$ cat config.mk
export PLATFORM = sky130hd
export DESIGN_NAME = tiny16_core
export DESIGN_NICKNAME = d
export VERILOG_FILES = /design/src/rtl/tiny16_pkg.sv /design/src/rtl/tiny16_ctrl.sv /design/src/rtl/tiny16_alu.sv /design/src/rtl/tiny16_regs.sv /design/src/rtl/tiny16_dram.sv /design/src/rtl/tiny16_core.sv
export SDC_FILE = /design/constraint.sdc
export NUM_CORES = 2
export LEC_CHECK = 0
export BUFFER_PORTS_ARGS = -buffer_cell sky130_fd_sc_hd__buf_2
export CELL_PAD_IN_SITES_DETAIL_PLACEMENT = 0
export CELL_PAD_IN_SITES_GLOBAL_PLACEMENT = 1
export CORE_AREA = 2 2 557 559
export CTS_BUF_LIST = sky130_fd_sc_hd__clkbuf_16
export DETAILED_ROUTE_END_ITERATION = 8
export DIE_AREA = 0 0 559 561
export HOLD_SLACK_MARGIN = 0.15
export PLACE_DENSITY_LB_ADDON = 0.1
export SLEW_MARGIN = 15
export SYNTH_ARGS = -nofsm -noshare
export SYNTH_HDL_FRONTEND = slang
export SYNTH_SLANG_ARGS = --single-unit
export TNS_END_PERCENT = 50
$ cat constraint.sdc
create_clock -name clk -period 17.7 [get_ports clk]
set_input_delay 4.425 -clock clk [delete_from_list [all_inputs] [get_ports clk]]
set_output_delay 4.425 -clock clk [all_outputs]
set_load 0.01 [all_outputs]
$ cat src/rtl/tiny16_pkg.sv
// Package: ISA constants and decoded-control types for the 16-bit core.
// Assumes the fixed 16-bit instruction layout described in the brief.
package tiny16_pkg;

    localparam int XLEN   = 16;
    localparam int NREG   = 8;
    localparam int REG_AW = $clog2(NREG);
    localparam int IMM_W  = 7;
    localparam int TGT_W  = 13;
    localparam int LINK_R = NREG - 1;

    localparam logic [2:0] OP_RRR  = 3'd0;
    localparam logic [2:0] OP_J    = 3'd2;
    localparam logic [2:0] OP_JAL  = 3'd3;
    localparam logic [2:0] OP_LD   = 3'd4;
    localparam logic [2:0] OP_ST   = 3'd5;
    localparam logic [2:0] OP_BEQ  = 3'd6;
    localparam logic [2:0] OP_ADDI = 3'd7;

    localparam logic [3:0] FN_ADD = 4'd0;
    localparam logic [3:0] FN_SUB = 4'd1;
    localparam logic [3:0] FN_AND = 4'd2;
    localparam logic [3:0] FN_OR  = 4'd3;
    localparam logic [3:0] FN_SLT = 4'd4;
    localparam logic [3:0] FN_JR  = 4'd8;

    typedef enum logic [2:0] {
        ALU_ADD, ALU_SUB, ALU_AND, ALU_OR, ALU_SLT
    } alu_fn_e;

    typedef enum logic [1:0] {
        DST_RD, DST_RT, DST_LINK
    } dst_e;

    typedef enum logic [1:0] {
        WB_ALU, WB_MEM, WB_LINK
    } wb_e;

    typedef struct packed {
        logic    reg_we;
        dst_e    dst;
        logic    use_imm;
        logic    mem_we;
        wb_e     wb;
        alu_fn_e alu;
        logic    branch;
        logic    jump;
        logic    jreg;
    } ctrl_t;

endpackage

$ cat src/rtl/tiny16_ctrl.sv
// Instruction decoder: maps the class and function fields to datapath controls.
// Purely combinational. Unknown classes and functions decode to a harmless
// no-write, sequential-PC instruction.
module tiny16_ctrl
    import tiny16_pkg::*;
(
    input  logic [2:0] op,
    input  logic [3:0] funct,
    output ctrl_t      ctl
);

    // Translate a class-0 function code into an ALU operation.
    function automatic alu_fn_e fn_to_alu(input logic [3:0] f);
        case (f)
            FN_SUB:  return ALU_SUB;
            FN_AND:  return ALU_AND;
            FN_OR:   return ALU_OR;
            FN_SLT:  return ALU_SLT;
            default: return ALU_ADD;
        endcase
    endfunction

    // Main decode: start from a no-op and enable only what each class needs.
    always_comb begin
        ctl         = '0;
        ctl.dst     = DST_RD;
        ctl.wb      = WB_ALU;
        ctl.alu     = ALU_ADD;
        case (op)
            OP_RRR: begin
                ctl.alu = fn_to_alu(funct);
                if (funct == FN_JR)
                    ctl.jreg = 1'b1;
                else if (funct <= FN_SLT)
                    ctl.reg_we = 1'b1;
            end
            OP_J: ctl.jump = 1'b1;
            OP_JAL: begin
                ctl.jump   = 1'b1;
                ctl.reg_we = 1'b1;
                ctl.dst    = DST_LINK;
                ctl.wb     = WB_LINK;
            end
            OP_LD: begin
                ctl.reg_we  = 1'b1;
                ctl.dst     = DST_RT;
                ctl.use_imm = 1'b1;
                ctl.wb      = WB_MEM;
            end
            OP_ST: begin
                ctl.use_imm = 1'b1;
                ctl.mem_we  = 1'b1;
            end
            OP_BEQ: begin
                ctl.alu    = ALU_SUB;
                ctl.branch = 1'b1;
            end
            OP_ADDI: begin
                ctl.reg_we  = 1'b1;
                ctl.dst     = DST_RT;
                ctl.use_imm = 1'b1;
            end
            default: ;
        endcase
    end

endmodule

$ cat src/rtl/tiny16_alu.sv
// ALU: add, subtract, and, or, signed set-less-than, plus a zero flag.
// Combinational; W bits wide.
module tiny16_alu
    import tiny16_pkg::*;
#(
    parameter int W = 16
) (
    input  alu_fn_e      fn,
    input  logic [W-1:0] a,
    input  logic [W-1:0] b,
    output logic [W-1:0] y,
    output logic         zero
);

    // Select the operation result.
    always_comb begin
        case (fn)
            ALU_SUB: y = a - b;
            ALU_AND: y = a & b;
            ALU_OR:  y = a | b;
            ALU_SLT: y = {{(W-1){1'b0}}, ($signed(a) < $signed(b))};
            default: y = a + b;
        endcase
    end

    assign zero = (y == '0);

endmodule

$ cat src/rtl/tiny16_regs.sv
// Register file: NREGS x W, two combinational read ports, one write port.
// Entry 0 is never written. Synchronous active-low reset clears every entry.
module tiny16_regs #(
    parameter int W     = 16,
    parameter int NREGS = 8,
    localparam int AW   = $clog2(NREGS)
) (
    input  logic          clk,
    input  logic          rst_n,
    input  logic [AW-1:0] ra1,
    input  logic [AW-1:0] ra2,
    output logic [W-1:0]  rd1,
    output logic [W-1:0]  rd2,
    input  logic          we,
    input  logic [AW-1:0] wa,
    input  logic [W-1:0]  wd
);

    logic [W-1:0] regs [NREGS];

    // Clear on reset; otherwise commit one write, never to entry 0.
    always_ff @(posedge clk) begin
        if (!rst_n) begin
            for (int i = 0; i < NREGS; i++) regs[i] <= '0;
        end else if (we && (wa != '0)) begin
            regs[wa] <= wd;
        end
    end

    assign rd1 = regs[ra1];
    assign rd2 = regs[ra2];

    // the zero register never holds anything but zero.
    p_zero_reg_r4: assert property (@(posedge clk) disable iff (!rst_n)
        regs[0] == '0);

    // an enabled write to a non-zero entry is visible on the next cycle.
    p_write_lands_r3: assert property (@(posedge clk) disable iff (!rst_n)
        (we && wa != '0) |=> regs[$past(wa)] == $past(wd));

endmodule

$ cat src/rtl/tiny16_dram.sv
// Data RAM: DEPTH words, combinational read, write on the rising edge.
// Word index is the byte address bits [IW:1]; bit 0 is ignored. No reset.
module tiny16_dram #(
    parameter int W     = 16,
    parameter int DEPTH = 128,
    localparam int IW   = $clog2(DEPTH)
) (
    input  logic         clk,
    input  logic         rst_n,
    input  logic [W-1:0] addr,
    input  logic         we,
    input  logic [W-1:0] wd,
    output logic [W-1:0] rd
);

    logic [W-1:0]  mem [DEPTH];
    logic [IW-1:0] idx;

    assign idx = addr[IW:1];
    assign rd  = mem[idx];

    // Store one word per enabled cycle.
    always_ff @(posedge clk) begin
        if (we) mem[idx] <= wd;
    end

    // a store is readable at its word index on the following cycle.
    p_store_lands_r6: assert property (@(posedge clk) disable iff (!rst_n)
        we |=> mem[$past(idx)] == $past(wd));

endmodule

$ cat src/rtl/tiny16_core.sv
// Single-cycle core: PC, decode, register file, ALU, data RAM and next-PC
// selection. Assumes imem_data returns the word at imem_addr in the same cycle.
module tiny16_core
    import tiny16_pkg::*;
#(
    parameter int RAM_WORDS = 128
) (
    input  logic            clk,
    input  logic            rst_n,
    output logic [XLEN-1:0] imem_addr,
    input  logic [XLEN-1:0] imem_data,
    output logic [XLEN-1:0] alu_a,
    output logic [XLEN-1:0] alu_b,
    output logic [XLEN-1:0] alu_y
);

    localparam int HI_W = XLEN - TGT_W - 1;

    logic [XLEN-1:0]   pc_q, pc_next, pc_plus2, br_tgt, jmp_tgt;
    logic [2:0]        op;
    logic [REG_AW-1:0] rs, rt, rd, wa;
    logic [3:0]        funct;
    logic [IMM_W-1:0]  imm;
    logic [TGT_W-1:0]  tgt;
    logic [XLEN-1:0]   simm, rs_val, rt_val, mem_rd, wdata;
    logic              alu_zero;
    ctrl_t             ctl;

    // Field extraction.
    assign op    = imem_data[15:13];
    assign rs    = imem_data[12:10];
    assign rt    = imem_data[9:7];
    assign rd    = imem_data[6:4];
    assign funct = imem_data[3:0];
    assign imm   = imem_data[IMM_W-1:0];
    assign tgt   = imem_data[TGT_W-1:0];
    assign simm  = {{(XLEN-IMM_W){imm[IMM_W-1]}}, imm};

    tiny16_ctrl u_ctrl (
        .op    (op),
        .funct (funct),
        .ctl   (ctl)
    );

    tiny16_regs #(.W(XLEN), .NREGS(NREG)) u_regs (
        .clk   (clk),
        .rst_n (rst_n),
        .ra1   (rs),
        .ra2   (rt),
        .rd1   (rs_val),
        .rd2   (rt_val),
        .we    (ctl.reg_we),
        .wa    (wa),
        .wd    (wdata)
    );

    assign alu_a = rs_val;
    assign alu_b = ctl.use_imm ? simm : rt_val;

    tiny16_alu #(.W(XLEN)) u_alu (
        .fn   (ctl.alu),
        .a    (alu_a),
        .b    (alu_b),
        .y    (alu_y),
        .zero (alu_zero)
    );

    tiny16_dram #(.W(XLEN), .DEPTH(RAM_WORDS)) u_dram (
        .clk   (clk),
        .rst_n (rst_n),
        .addr  (alu_y),
        .we    (ctl.mem_we),
        .wd    (rt_val),
        .rd    (mem_rd)
    );

    // Destination register and write-back value selection.
    always_comb begin
        case (ctl.dst)
            DST_RT:   wa = rt;
            DST_LINK: wa = REG_AW'(LINK_R);
            default:  wa = rd;
        endcase
        case (ctl.wb)
            WB_MEM:  wdata = mem_rd;
            WB_LINK: wdata = pc_plus2;
            default: wdata = alu_y;
        endcase
    end

    assign pc_plus2 = pc_q + XLEN'(2);
    assign br_tgt   = pc_plus2 + {simm[XLEN-2:0], 1'b0};
    assign jmp_tgt  = {pc_plus2[XLEN-1 -: HI_W], tgt, 1'b0};

    // Next-PC priority: register jump, direct jump, taken branch, sequential.
    always_comb begin
        if (ctl.jreg)                    pc_next = rs_val;
        else if (ctl.jump)               pc_next = jmp_tgt;
        else if (ctl.branch && alu_zero) pc_next = br_tgt;
        else                             pc_next = pc_plus2;
    end

    // Program counter register with synchronous reset.
    always_ff @(posedge clk) begin
        if (!rst_n) pc_q <= '0;
        else        pc_q <= pc_next;
    end

    assign imem_addr = pc_q;

    // straight-line instructions step the PC by one word.
    p_seq_step_r2: assert property (@(posedge clk) disable iff (!rst_n)
        (!ctl.jreg && !ctl.jump && !ctl.branch) |=> pc_q == $past(pc_q) + 16'd2);

    // an equal compare redirects to the branch target.
    p_beq_taken_r7: assert property (@(posedge clk) disable iff (!rst_n)
        (ctl.branch && rs_val == rt_val) |=> pc_q == $past(br_tgt));

    // an unequal compare falls through.
    p_beq_fall_r7: assert property (@(posedge clk) disable iff (!rst_n)
        (ctl.branch && rs_val != rt_val) |=> pc_q == $past(pc_q) + 16'd2);

    // jr takes the PC from source A.
    p_jr_target_r10: assert property (@(posedge clk) disable iff (!rst_n)
        ctl.jreg |=> pc_q == $past(rs_val));

    // register writes and stores never occur together.
    p_one_sink_r12: assert property (@(posedge clk) disable iff (!rst_n)
        !(ctl.reg_we && ctl.mem_we));

endmodule

==> impl_metrics.py <==
metrics = {
    "placed_design": {
        "globalplace.congestion": 0.877,
        "post-dp-hpwl_um": 226000,
        "port_buffers": 81,
        "dp_worst_setup_slack_ns": 3.69,
    },
    "timing": {
        "report.final.slew_viol_count": 0,
        "tightest_slew_ns": 1.27,
        "setup_slack_ns": 3.63,
        "final_hold_viol_count": 0,
        "fin_skew_ns": 0.0345,
        "finalCritPeriodShare_pct": 79.5,
        "max_clock_freq_mhz": 71.1,
        "setup_tns_ns": 0,
        "slew-limit-headroom_pct": 13.3,
        "hold_slack_ns": 0.500,
        "setup-violations-final": 0,
        "fin_crit_ns": 14.07,
        "rsz0062_at_grt": "false",
    },
    "detailed_routing": {
        "detail_route.wl_per_cell_um": 33.1,
        "first_iter_violations": 6633,
        "drc_errors": 0,
        "drt_pass1_iterations": 6,
        "wirelength_um": 370000,
        "num_vias": 59498,
        "viasPerCell": 5.33,
        "ant_nets": 0,
    },
    "setup_path": {
        "end_kind": "output pin",
        "crit_path_start_kind": "input pin",
        "required_ns": 13.28,
        "crit_arrival_ns": 9.65,
        "crit_type": "input pin to output pin",
        "critPathMaxFanout": 42,
    },
    "yosys": {
        "synth_edf_count": 2176,
        "synth_ff_type": "edfxtp_1",
        "yosysTopAreaCellShare_pct": 71.2,
        "synth_fa_ha_area_share_pct": 0.924,
        "synth_area_per_cell_um2": 13.9,
        "netlist_area_mm2": 0.0918,
        "synthMuxAreaShare_pct": 5.30,
        "ys_seq_area_share_pct": 71.5,
        "synthSimpleGateAreaFrac_pct": 12.4,
        "synth-seq-cells": 2192,
        "ys_async_sr_fraction_pct": 0,
        "yosys_warnings": 0,
        "synth.area.top_cells": "edfxtp_1, nand2_1, mux2i_1",
        "synth_top_family_by_area": "simple AND/OR/NAND/NOR gates",
        "yosysTopAreaCell": "edfxtp_1",
        "yosysUniqueCellTypes": 93,
        "synth_compound_area_share_pct": 7.23,
        "syn_inst": 6629,
        "synthXorXnorAreaFrac_pct": 0.315,
    },
    "cells_and_area": {
        "drive_above_1_share_pct": 15.0,
        "finalNetCount": 6938,
        "postLayoutCoreUtil_pct": 34.7,
        "area_growth_pct": 16.2,
    },
    "cts": {
        "path_clk_slew_ns": 0.05,
        "cts_tree": "yes",
        "clockRootBuffer": "clkbuf_16",
        "cts-resized-gates": 0,
        "clockBufferDepth": 4,
        "cts_sinks": 2192,
        "worstSkewPairLatency_ns": 0.90,
        "cts_buffers": 266,
        "cts_setup_buffers": 0,
        "cts.htree.levels": 5,
        "cts.hold.buffers_added": 0,
    },
    "power": {
        "power_mw": 15.8,
        "power_density_mw_per_mm2": 148,
        "vdd_drop_max_v": 0.0000954,
        "leakagePower_nw": 36.1,
    },
    "floorplanning": {
        "ios": 82,
        "die_y_um": 561,
        "die_area_mm2": 0.314,
        "initial_core_util_pct": 29.9,
        "core_mm2": 0.308,
        "rows": 204,
        "die_x_um": 559,
    },
    "global_route": {
        "grt_pass1_wl_um": 505000,
        "track_usage_pct": 23.0,
        "grt_overflow": 0,
        "antenna_found_initial": 27,
        "grt_pass1_vias": 57894,
        "grt_max_degree": 121,
    },
    "outcome": {
        "status": "complete, no violations",
    },
    "min_path": {
        "hold_path.class": "flip-flop to flip-flop",
    },
    "job": {
        "maxCapViolations": 0,
    },
}
==> synthesized netlist by cell type (all sizes together) (10+ instances only) <==
cell / instances
a32oi: 86
a21o: 13
o31ai: 25
o21a: 12
mux2i: 259
a211oi: 123
or2: 16
o221ai: 11
dfxtp: 16
o31a: 10
xnor2: 24
and3: 152
a22oi: 44
mux4: 88
nand2b: 12
edfxtp: 2176
or3: 13
and2: 70
inv: 62
ha: 63
a31oi: 141
nor3: 32
a311oi: 71
a222oi: 17
nor2: 263
nand3: 471
a2111oi: 29
nor4: 22
a221oi: 24
o21ai: 103
nand4: 81
mux2: 26
buf: 211
nand2: 1414
clkbuf: 217
a21oi: 99
o211ai: 15
==> cell type report <==
class                      instances  area, µm²
multi-input combinational       3958      24800
tap                             4120       5150
inverter                          66        277
fill                           29827     201000
clock inverter                   186       1250
antenna                            9       22.5
timing repair buffer             370       2750
sequential                      2192      65700
clock buffer                     272       6810
==> flip-flops by register name (all words and copies together), names as in the netlist <==
signal       flops
u_dram.mem    2048
imem_addr       16
u_regs.regs    128
==> cells in the final DEF (no fill, tap or decap), types with 14 or more instances in the layout <==
cell type  Yosys  final
nor2_2         8    119
and3_1       152    152
or2_2         16     16
clkinv_2       1     38
nor4_1        21     19
a31oi_1      141    136
nand4_1       81     81
buf_2        136     82
a222oi_1      17     17
nor2_4         1     20
dfxtp_1       16     16
a22oi_1       44     44
inv_1         58    113
clkinv_1       3     61
buf_4         21    274
nor3_1        28     26
buf_12         0     14
ha_1          63     63
nor2_1       254    124
mux4_2        88     88
o211ai_1      15     15
edfxtp_1    2176   2176
nand2_1     1412   1404
a221oi_1      24     24
a311oi_1      71     71
o21ai_0       96     94
conb_1         1     16
mux2i_1      259    259
and2_1        70     69
nand3_1      470    467
a32oi_1       86     86
xnor2_1       24     24
a211oi_1     123    121
clkbuf_16      0    272
a2111oi_0     27     25
a21oi_1       97     94
o31ai_1       16     16
==> path summary, 6_finish.rpt <==
check | from | end | slack, ns | cells past startpoint
setup / recovery | imem_data[7] | alu_y[14] | 3.63 | 13
hold / removal | imem_addr[0]$_SDFFE_PN0P_ | imem_addr[0]$_SDFFE_PN0P_ | 0.50 | 2
setup reg to reg | u_regs.regs[3][0]$_SDFFCE_PN0P_ | u_regs.regs[2][6]$_SDFFCE_PN0P_ | 9.19 | 20
hold reg to reg | imem_addr[0]$_SDFFE_PN0P_ | imem_addr[0]$_SDFFE_PN0P_ | 0.50 | 2
==> layer usage <==
layer | part of all wire, % | GRT usage, %
met5 | 0.012 | 0
met4 | 2.7 | 5.79
met3 | 6.4 | 3.87
met2 | 47 | 37.3
met1 | 44 | 32.0
==> cells by family after synthesis <==
kind of cell	Yosys count
buffers and inverters	494
multiplexers	373
AND/OR/NAND/NOR	2570
adder cells (fa/ha/maj)	66
other	1
AO/OA/AOI/OAI	900
XOR/XNOR	33
flip-flops	2192
==> power breakdown <==
| group | internal [mW] | switching [mW] | total (mW) |
|---|---|---|---|
| clock network | 2.96 | 2.20 | 5.16 |
| logic | 1.09 | 3.62 | 4.71 |
| registers | 5.87 | 0.0168 | 5.88 |
==> metrics by stage <==
step	instance area [µm²]	cells
5_1_grt	107000	11166
3_5_place_dp	98700	10706
2_1_floorplan	91900	6644
6_report	107000	11173
4_1_cts	107000	11164
3_3_place_gp	98600	10705
==> critical path, cell delays in order <==
cell and delay (ns):
buf_2 0.61, mux4_2 0.61, mux2_8 0.47, o21ai_0 0.51
inv_1 0.13, ha_1 0.27, or2_2 0.32, a2111oi_0 1.05
o21ai_0 0.35, a21o_1 0.25, a31oi_1 0.16, o211ai_1 0.22
buf_2 0.22
(Power assumes the default switching activity.)
